## src/rtl/fpc_pkg.sv

```systemverilog
package fpc_pkg;
  localparam int unsigned REG_SPEC_BYTES = 1;
  localparam int unsigned CONST_BYTES    = 4;
  localparam int unsigned BASE_BYTES     = 1;
endpackage

```

## src/rtl/fpc_low_add.sv

```systemverilog
module fpc_low_add #(
  parameter int unsigned LO_W = 3
) (
  input  logic [LO_W-1:0] lo_i,
  input  logic            has_reg_i,
  input  logic            has_const_i,
  output logic [LO_W-1:0] sum_o,
  output logic            carry_o
);
  import fpc_pkg::*;

  logic [LO_W-1:0] len;
  logic [LO_W:0]   wide_sum;

  // length from the two decode flags
  always_comb begin
    len = LO_W'(BASE_BYTES);
    if (has_reg_i)   len = len + LO_W'(REG_SPEC_BYTES);
    if (has_const_i) len = len + LO_W'(CONST_BYTES);
  end

  always_comb begin
    wide_sum = {1'b0, lo_i} + {1'b0, len};
    sum_o    = wide_sum[LO_W-1:0];
    carry_o  = wide_sum[LO_W];
  end
endmodule

```

## src/rtl/fpc_hi_inc.sv

```systemverilog
module fpc_hi_inc #(
  parameter int unsigned HI_W = 29
) (
  input  logic [HI_W-1:0] hi_i,
  output logic [HI_W-1:0] inc_o
);
  // ripple of half adders, independent of the length flags
  logic [HI_W-1:0] c;
  assign c[0] = 1'b1;

  for (genvar g = 0; g < HI_W; g++) begin : g_bit
    assign inc_o[g] = hi_i[g] ^ c[g];
    if (g < HI_W - 1) begin : g_carry
      assign c[g+1] = hi_i[g] & c[g];
    end
  end
endmodule

```

## src/rtl/fpc_hi_sel.sv

```systemverilog
module fpc_hi_sel #(
  parameter int unsigned HI_W = 29
) (
  input  logic [HI_W-1:0] hi_i,
  input  logic [HI_W-1:0] inc_i,
  input  logic            carry_i,
  output logic [HI_W-1:0] hi_o
);
  always_comb begin
    if (carry_i) hi_o = inc_i;
    else         hi_o = hi_i;
  end
endmodule

```

## src/rtl/fpc_next_pc.sv

```systemverilog
module fpc_next_pc #(
  parameter int unsigned PC_W = 32,
  parameter int unsigned LO_W = 3
) (
  input  logic            clk,
  input  logic            rst_n,
  input  logic [PC_W-1:0] pc_i,
  input  logic            has_reg_i,
  input  logic            has_const_i,
  output logic [PC_W-1:0] next_pc_o,
  output logic [PC_W-1:0] next_pc_q_o
);
  localparam int unsigned HI_W = PC_W - LO_W;

  logic [LO_W-1:0] lo_sum;
  logic            lo_carry;
  logic [HI_W-1:0] hi_inc;
  logic [HI_W-1:0] hi_sel;
  logic [1:0]      rst_sync_q;
  logic            rst_int_n;
  logic [PC_W-1:0] next_pc_d;

  fpc_low_add #(.LO_W(LO_W)) u_low (
    .lo_i        (pc_i[LO_W-1:0]),
    .has_reg_i   (has_reg_i),
    .has_const_i (has_const_i),
    .sum_o       (lo_sum),
    .carry_o     (lo_carry)
  );

  fpc_hi_inc #(.HI_W(HI_W)) u_inc (
    .hi_i  (pc_i[PC_W-1:LO_W]),
    .inc_o (hi_inc)
  );

  fpc_hi_sel #(.HI_W(HI_W)) u_sel (
    .hi_i    (pc_i[PC_W-1:LO_W]),
    .inc_i   (hi_inc),
    .carry_i (lo_carry),
    .hi_o    (hi_sel)
  );

  assign next_pc_o = {hi_sel, lo_sum};

  // reset: asserted asynchronously, released after two edges
  always_ff @(posedge clk or negedge rst_n) begin
    if (!rst_n) rst_sync_q <= 2'b00;
    else        rst_sync_q <= {rst_sync_q[0], 1'b1};
  end
  assign rst_int_n = rst_sync_q[1];

  always_comb begin
    next_pc_d = next_pc_o;
  end

  always_ff @(posedge clk or negedge rst_int_n) begin
    if (!rst_int_n) next_pc_q_o <= '0;
    else            next_pc_q_o <= next_pc_d;
  end
endmodule

```

## config.mk

```make
export PLATFORM = sky130hd
export DESIGN_NAME = fpc_next_pc
export DESIGN_NICKNAME = d
export VERILOG_FILES = /design/src/rtl/fpc_pkg.sv /design/src/rtl/fpc_low_add.sv /design/src/rtl/fpc_hi_inc.sv /design/src/rtl/fpc_hi_sel.sv /design/src/rtl/fpc_next_pc.sv
export SDC_FILE = /design/constraint.sdc
export NUM_CORES = 1
export LEC_CHECK = 0
export CELL_PAD_IN_SITES_DETAIL_PLACEMENT = 1
export CELL_PAD_IN_SITES_GLOBAL_PLACEMENT = 1
export CORE_MARGIN = 2
export CORE_UTILIZATION = 45
export CTS_BUF_LIST = sky130_fd_sc_hd__clkbuf_2
export DETAILED_ROUTE_END_ITERATION = 7
export DONT_BUFFER_PORTS = 1
export HOLD_SLACK_MARGIN = 0.03
export PLACE_DENSITY = 0.79
export SLEW_MARGIN = 20
export SYNTH_ARGS = -nofsm -noshare
export SYNTH_HDL_FRONTEND = slang
export SYNTH_SLANG_ARGS = --single-unit
```

## constraint.sdc

```tcl
create_clock -name clk -period 8.1 [get_ports clk]
set_input_delay 1.62 -clock clk [delete_from_list [all_inputs] [get_ports clk]]
set_output_delay 1.62 -clock clk [all_outputs]
set_load 0.01 [all_outputs]
```

Word-level counts from Yosys, hierarchy flattened
Index checks and enable logic that the tools add are counted.
Operators by class
  muxes and demuxes: 3
  bitwise logic cells: 56
  add/subtract/negate cells: 2
Operator list (count)
  $mux W29: 1
  $xor A1 B1 Y1: 28
  $and A1 B1 Y1: 27
  $add A3 B3 Y4: 1
  $add A2 B3 Y3 const B: 1
  $mux W3: 1
  $mux W2: 1
  $not A1 Y1: 1
Storage, ports and cells
  input port bits: 36
  output and inout port bits: 64
  word-level logic and storage cells: 63
  bits in registers: 34

Logic depth before layout (Yosys ltp)
Gate-level depths: netlist (run 1).
  depth after elaboration: 29
  mapped depth: 29
  mapped depth without buffers: 29

By module
Synthesis (run 1) repeated with hierarchy kept, for this count alone.
Second synthesis, totals
  cell total of the unflattened synthesis: 108
  area total of the unflattened synthesis: 1691.6 um^2
By module, submodules not included
  fpc_next_pc: seq. area each 850.8 um^2, cells each 35, instances 1, area each 854.6 um^2
  fpc_hi_sel: seq. area each 0.0 um^2, cells each 32, instances 1, area each 391.6 um^2
  fpc_hi_inc: seq. area each 0.0 um^2, cells each 29, instances 1, area each 350.3 um^2
  fpc_low_add: seq. area each 0.0 um^2, cells each 12, instances 1, area each 95.1 um^2

Least setup slack after synthesis (run 1)
OpenSTA, ideal clock, no wires.
  path kind: input to output
  start: input port pc_i[3]
  end: output port next_pc_o[31]
  buffers on the path: 0
  arrival time: 6632 ps
  data required time: 6480 ps
  stages on the path: 29
  path slack: -152 ps
  path through: ha_1 -> ha_1 -> ha_1 -> ha_1 -> ha_1 -> ha_1 -> ha_1 -> ha_1 -> ha_1 -> ha_1 -> ha_1 -> ha_1 -> ha_1 -> ha_1 -> ha_1 -> ha_1 -> ha_1 -> ha_1 -> ha_1 -> ha_1 -> ha_1 -> ha_1 -> ha_1 -> ha_1 -> ha_1 -> ha_1 -> ha_1 -> nor3b_1 -> xor2_1
On the way
  longest elaborated chain between the ends: 29
RTL lines
  start, declared: RTL line fpc_next_pc.sv:7  | input logic [PC_W-1:0] pc_i,
  $and A1 B1 Y1 (27 in series): RTL line fpc_hi_inc.sv:14  | assign c[g+1] = hi_i[g] & c[g];
  $xor A1 B1 Y1: RTL line fpc_hi_inc.sv:12  | assign inc_o[g] = hi_i[g] ^ c[g];
  $mux W29: RTL line fpc_hi_sel.sv:10  | if (carry_i) hi_o = inc_i;
  end, declared: RTL line fpc_next_pc.sv:10  | output logic [PC_W-1:0] next_pc_o,
No other way between the ends.

Worst setup path after layout (run 1)
Ends and elaborated chain as after synthesis.

==> out/results.ini, run 1 <==
[pwr]
power.density_nw_per_um2 = 172
swShare = 0.313
p_comb_frac = 0.196
internal_power_w = 0.000240
pwr-share-clk = 0.217
switchingPower_w = 0.000110
p_seq_frac = 0.586
peakVddDrop_uv = 87.9
p_leak_nw = 0.890

[clocking]
holdBufCountCts = 0
cts_max_level = 2
ctsRootBufferMaster = clkbuf_2
cts.sinks = 34
clock_path_buffers = 2
worstSkewPairLatency_ns = 0.37
cts_tree = built
cts_setup_buffers = 0
numCtsBuffers = 5
cts.clk_slew.worst_paths_ns = 0.18

[grt]
grt_max_degree = 33
grt_pass1_vias = 1062
antenna_found_initial = 0
grtUsageTotal = 0.161
grt_pass1_wl_mm = 4.99
overflow = 0

[route]
drt_iter0_drc = 26
drc = 0
ant_nets = 0
routedWlPerCell_um = 22.1
vias_per_cell = 5.49
wl_mm = 3.57
vias = 884
dr.pass1.iters = 2

[synthesis]
syn-mean-instance-area_um2 = 16.4
yosys.area.top_type = dfrtp_1
yosysMostFrequentCell = dfrtp_1
synthArstFlopShare = 1.00
synth_cell_types = 14
synth_mux_area_frac = 0.216
syn_nets = 173
synth_top_family_by_area = adder cells
synthSimpleGateAreaFrac = 0.0129
synth_top_area_frac = 0.489
synthXorXnorAreaFrac = 0.0151
synth-adder-area-share = 0.227
synth-compound-area-share = 0.00718
syn-instance-count = 106
synth_seq_cells = 34
synth_ff_type = dfrtp_1
synth_area_leaders = dfrtp_1 (49%), ha_1 (22%), mux2_4 (16%), mux2_2 (5.2%), buf_12 (2.3%)
netlist_area_um2 = 1740
synth_commonest_cells = dfrtp_1 (34), ha_1 (30), mux2_4 (19)
synth_edf_count = 0
ys_seq_area_frac = 0.489
yosysWarnings = 0

[timing]
max_slew_margin = 0.325
finalSetupViolCount = 0
skew_ns = 0.0172
clock.fmax_ghz = 0.125
tns_ns = 0
fin_crit_ns = 7.98
min_period_over_period = 0.985
worst_slew_pin_slew_ns = 1.01
slew_viol_final = 0
timing_hold_violations_final = 0

[setup_path]
critPathArrivalTime_ns = 6.36
cp_max_fo = 2
r2r-end = next_pc_q_o[23]$_DFF_PN0_
crit_type = in2out
timing.rr.start = rst_sync_q[1]$_DFF_PN0_
endpoint_kind = output port
worstRegToRegCells = 1
critPathSlowestCell = xor2_2
regToRegSetupSlack_ns = 7.51
cp_common_cell = ha_4
crit_required_ns = 6.48
start_kind = input pin
slowest_delay_ns = 0.25

[cells_and_area]
antenna_cells = 0
drive_gt1_frac = 0.566
fin_cells = 161
area_delta_synth_final_pct = 16.5
fin_nets = 179

[floorplan]
dieArea_um2 = 4380
core-area_um2 = 3690
die_h_um = 66.2
start_util = 0.472
ios = 100
rows = 22
dieWidth_um = 66.2

[run_status]
status = finished clean

[worst_hold_path]
worstHoldPathType = reg2async

[placement]
dp_cells = 153
gp_congestion = 0.616
post-dp-hpwl_mm = 2.62
io_buffers = 0

[run]
maxCapViolCount = 0

==> layer usage <==
layer  vias up  GRT usage  routed length, um
li1        381          -                  -
met4         0     0.0536                 18
met3         2     0.0886                389
met1       443      0.142               1080
met2        58      0.305               2080
met5         -          0                  0
==> through the flow <==
| step | hold WS, ns | util | worst slack [ns] | area, um2 | total power, W |
|---|---|---|---|---|---|
| final | 0.273 | 0.550 | 0.122 | 2030 | 0.000350 |
| after global routing | 0.333 | 0.550 | -0.0163 | 2030 | 0.000371 |
| after global placement | 0.270 | 0.488 | -0.236 | 1800 | 0.000273 |
| after CTS | 0.307 | 0.511 | 0.00837 | 1880 | 0.000356 |
| after detailed placement | 0.293 | 0.488 | -0.314 | 1800 | 0.000277 |
| after floorplan | 0.331 | - | 0.000611 | 1770 | 0.000267 |
==> logic make-up after synthesis <==
family	after synthesis
flops	34
fa+ha+maj	31
mux	27
buf+inv	6
xor+xnor	3
simple gates	3
other cells	1
compound gates	1
==> cells in the final DEF, fill, tap and decap left out, drive strengths merged, types with 2 or more instances in the layout <==
cell	count
clkinv	2
ha	30
dfrtp	34
clkbuf	6
inv	4
mux2	27
xor2	2
nor2	2
==> power groups by stage <==
stage	Combinational, W	Clock, W	Sequential (W)
detailed placement	0.0000682	0	0.000209
global placement	0.0000646	0	0.000208
global route	0.0000760	0.0000875	0.000207
floorplan	0.0000592	0	0.000208
finish	0.0000687	0.0000761	0.000205
CTS	0.0000687	0.0000811	0.000206
==> critical path: cells and delay by family <==
kind / cells / cell delay (ns)
adder cells (fa/ha/maj): 27 / 4.29
XOR/XNOR: 1 / 0.25
AND/OR/NAND/NOR: 1 / 0.16
==> what timing repair did <==
item / 4_1_cts / 5_1_grt
endpoints found under the setup margin: 3 / 2
pin swaps: 1 / 1
cloned: 0 / 0
gates resized for setup: 15 / 15
==> flip-flops by register name (all words and copies together), names as in the netlist <==
register and count:
next_pc_q_o 32, rst_sync_q 2
==> area by class of cell <==
type | instances | area [um2]
well taps | 48 | 60.1
fillers | 358 | 1660
flip-flops and latches | 34 | 851
multi-input cells | 66 | 1060
clock inverters | 2 | 8.76
clock buffers | 6 | 30.0
inverters | 4 | 15.0
repair buffers | 1 | 7.51
==> how the worst max path moves through the flow <==
stage / startpoint / endpoint / slack [ns]
2_1_floorplan: pc_i[3] / next_pc_o[31] / 0.0006
3_3_place_gp: pc_i[3] / next_pc_o[31] / -0.24
3_5_place_dp: pc_i[3] / next_pc_o[31] / -0.31
4_1_cts: pc_i[3] / next_pc_o[31] / 0.008
5_1_grt: pc_i[3] / next_pc_o[31] / -0.02
6_report: pc_i[3] / next_pc_o[31] / 0.12
No activity file was read; power rests on OpenSTA's default activity.
==> inputs of run 2 (changes only) <==
MAX_ROUTING_LAYER = met4   (was not set)
==> run 2 against run 1 <==
  * Global-route usage is 0.47 points higher
  * Clock power is essentially flat
  * Fmax hardly changed
  * Wire length shrank 0.59%
  * Hold slack improved by 0.0026 ns
  * Non-clock buffer count unchanged
  * Sequential cell count unchanged
  * Largest power group unchanged
==> out/results.ini, run 2 (same netlist as run 1, synthesis figures left out) <==
[route]
drc = 0  ; unchanged
vias = 881  ; -0.34%
wl_met3_um = 378  ; -2.8%
dr.pass1.iters = 2  ; unchanged
drt_iter0_drc = 24  ; -7.7%
top_layer = met4
vias_per_cell = 5.47  ; -0.34%
wl_mm = 3.54  ; -0.59%
routedWlPerCell_um = 22.0  ; -0.59%
met1Wirelength_mm = 1.05  ; -2.5%
ant_nets = 0  ; unchanged
met2_length_mm = 2.10  ; +0.82%

[floorplan]
dieWidth_um = 66.2  ; unchanged
rows = 22  ; unchanged
dieArea_um2 = 4380  ; unchanged
ios = 100  ; unchanged
core-area_um2 = 3690  ; unchanged
die_h_um = 66.2  ; unchanged
start_util = 0.472  ; unchanged

[cells_and_area]
antenna_cells = 0  ; unchanged
largest_registers = next_pc_q_o: 32 flops, rst_sync_q: 2 flops
layout_common_cells = dfrtp_1 (34), mux2_4 (19), ha_4 (14), ha_2 (11), mux2_2 (8)
final_common_cell = dfrtp_1
fin_nets = 179  ; unchanged
stdcell_area_um2 = 2030  ; unchanged
largest-register = next_pc_q_o
area_delta_synth_final_pct = 16.5  ; unchanged
largest_register_ff_count = 32  ; unchanged
drive_gt1_frac = 0.566  ; unchanged
fill_cells = 358  ; unchanged

[timing]
worst_hold_slack_ns = 0.275  ; +0.00262 ns
finalSetupViolCount = 0  ; unchanged
skew_ns = 0.0170  ; -0.000177 ns
tns_ns = 0  ; unchanged
min_period_over_period = 0.985  ; about the same
worst_slew_pin_slew_ns = 1.00  ; -0.00736 ns
slew_viol_final = 0  ; unchanged
max_slew_margin = 0.329  ; +0.00492
fin_crit_ns = 7.98  ; +0.00110 ns
clock.fmax_ghz = 0.125  ; about the same
timing_hold_violations_final = 0  ; unchanged

[pwr]
p_seq_frac = 0.586  ; about the same
finalPower_w = 0.000350  ; about the same
peakVddDrop_uv = 87.9  ; about the same
p_leak_nw = 0.890  ; unchanged
swShare = 0.313  ; about the same
pwr-share-clk = 0.217  ; about the same
internal_power_w = 0.000240  ; about the same
p_comb_frac = 0.196  ; about the same
power.density_nw_per_um2 = 172  ; about the same
switchingPower_w = 0.000110  ; about the same

[grt]
grt_max_degree = 33  ; unchanged
grtUsageTotal = 0.166  ; +0.00467
overflow = 0  ; unchanged
grt_pass1_wl_mm = 5.00  ; +0.28%
grt_pass1_vias = 1057  ; -0.47%
antenna_found_initial = 0  ; unchanged

[clocking]
cts_tree = built
ctsRootBufferMaster = clkbuf_2
cts.clk_slew.worst_paths_ns = 0.17  ; about the same
worstSkewPairLatency_ns = 0.36  ; about the same
cts_setup_buffers = 0  ; unchanged
clock_path_buffers = 2  ; unchanged
numCtsBuffers = 5  ; unchanged
cts_max_level = 2  ; unchanged
cts.sinks = 34  ; unchanged
holdBufCountCts = 0  ; unchanged

[placement]
io_buffers = 0  ; unchanged
dpl_cell_area_um2 = 1800  ; unchanged
gp_congestion = 0.621  ; +0.71%
post-dp-hpwl_mm = 2.62  ; unchanged

[setup_path]
critPathArrivalTime_ns = 6.36  ; about the same
critPathSlowestCell = xor2_2
timing.rr.start = rst_sync_q[1]$_DFF_PN0_
cp_common_cell = ha_4
slowest_delay_ns = 0.25  ; about the same
start_kind = input pin
endpoint_kind = output port
crit_type = in2out
crit_required_ns = 6.48  ; about the same
cp_max_fo = 2  ; unchanged
setup.worst_path.start = pc_i[3]

[worst_hold_path]
worstHoldPathType = reg2async

[run_status]
status = finished clean

[run]
maxCapViolCount = 0  ; unchanged

run 2: cell counts in the layout (fill, tap and decap cells not counted):
Identical to the previous run, type by type.
run 2: final timing paths:
path / end / cells past startpoint / slack, ns
min reg2reg: next_pc_q_o[0]$_DFF_PN0_ / 1 / 0.28
max: next_pc_o[31] / 29 / 0.12
max in group asynchronous: rst_sync_q[1]$_DFF_PN0_ / 0 / 7.13
min in group clk: rst_sync_q[1]$_DFF_PN0_ / 0 / 0.39
max reg2reg: next_pc_q_o[23]$_DFF_PN0_ / 1 / 7.51
min: next_pc_q_o[0]$_DFF_PN0_ / 1 / 0.28
run 2: critical path: cells and delay by family:
family	cells	cell delay [ns]
adder cells (fa/ha/maj)	27	4.29
AND/OR/NAND/NOR	1	0.16
XOR/XNOR	1	0.25
run 2: what timing repair did:
item | in CTS | in global routing
resized for setup | 15 | 15
gates cloned | 0 | 0
pin swaps | 1 | 1
endpoints found under the setup margin | 3 | 2
run 2: power by group through the flow:
stage	logic, W	registers [W]	clock network, W
2_1_floorplan	0.0000592	0.000208	0
3_3_place_gp	0.0000646	0.000208	0
3_5_place_dp	0.0000682	0.000209	0
4_1_cts	0.0000687	0.000206	0.0000811
5_1_grt	0.0000760	0.000207	0.0000875
6_report	0.0000686	0.000205	0.0000761
run 2: metrics by stage:
step,utilization,cells,worst slack (ns)
4_1_cts,0.511,161,0.00837
3_5_place_dp,0.488,153,-0.314
2_1_floorplan,-,106,0.000611
5_1_grt,0.550,161,-0.0163
6_report,0.550,161,0.121
3_3_place_gp,0.488,153,-0.236
run 2: metal layers:
| metal | GRT usage | vias up |
|---|---|---|
| met5 | - | - |
| met4 | 0.0536 | 0 |
| met3 | 0.0835 | 2 |
| met2 | 0.305 | 58 |
| met1 | 0.146 | 440 |
| li1 | - | 381 |
run 2: layout make-up:
class	count	area [um2]	area share
repair buffers	1	7.51	0.00370
flip-flops and latches	34	851	0.419
well taps	48	60.1	0.0296
clock inverters	2	8.76	0.00432
multi-input cells	66	1060	0.521
clock buffers	6	30.0	0.0148
inverters	4	15.0	0.00740
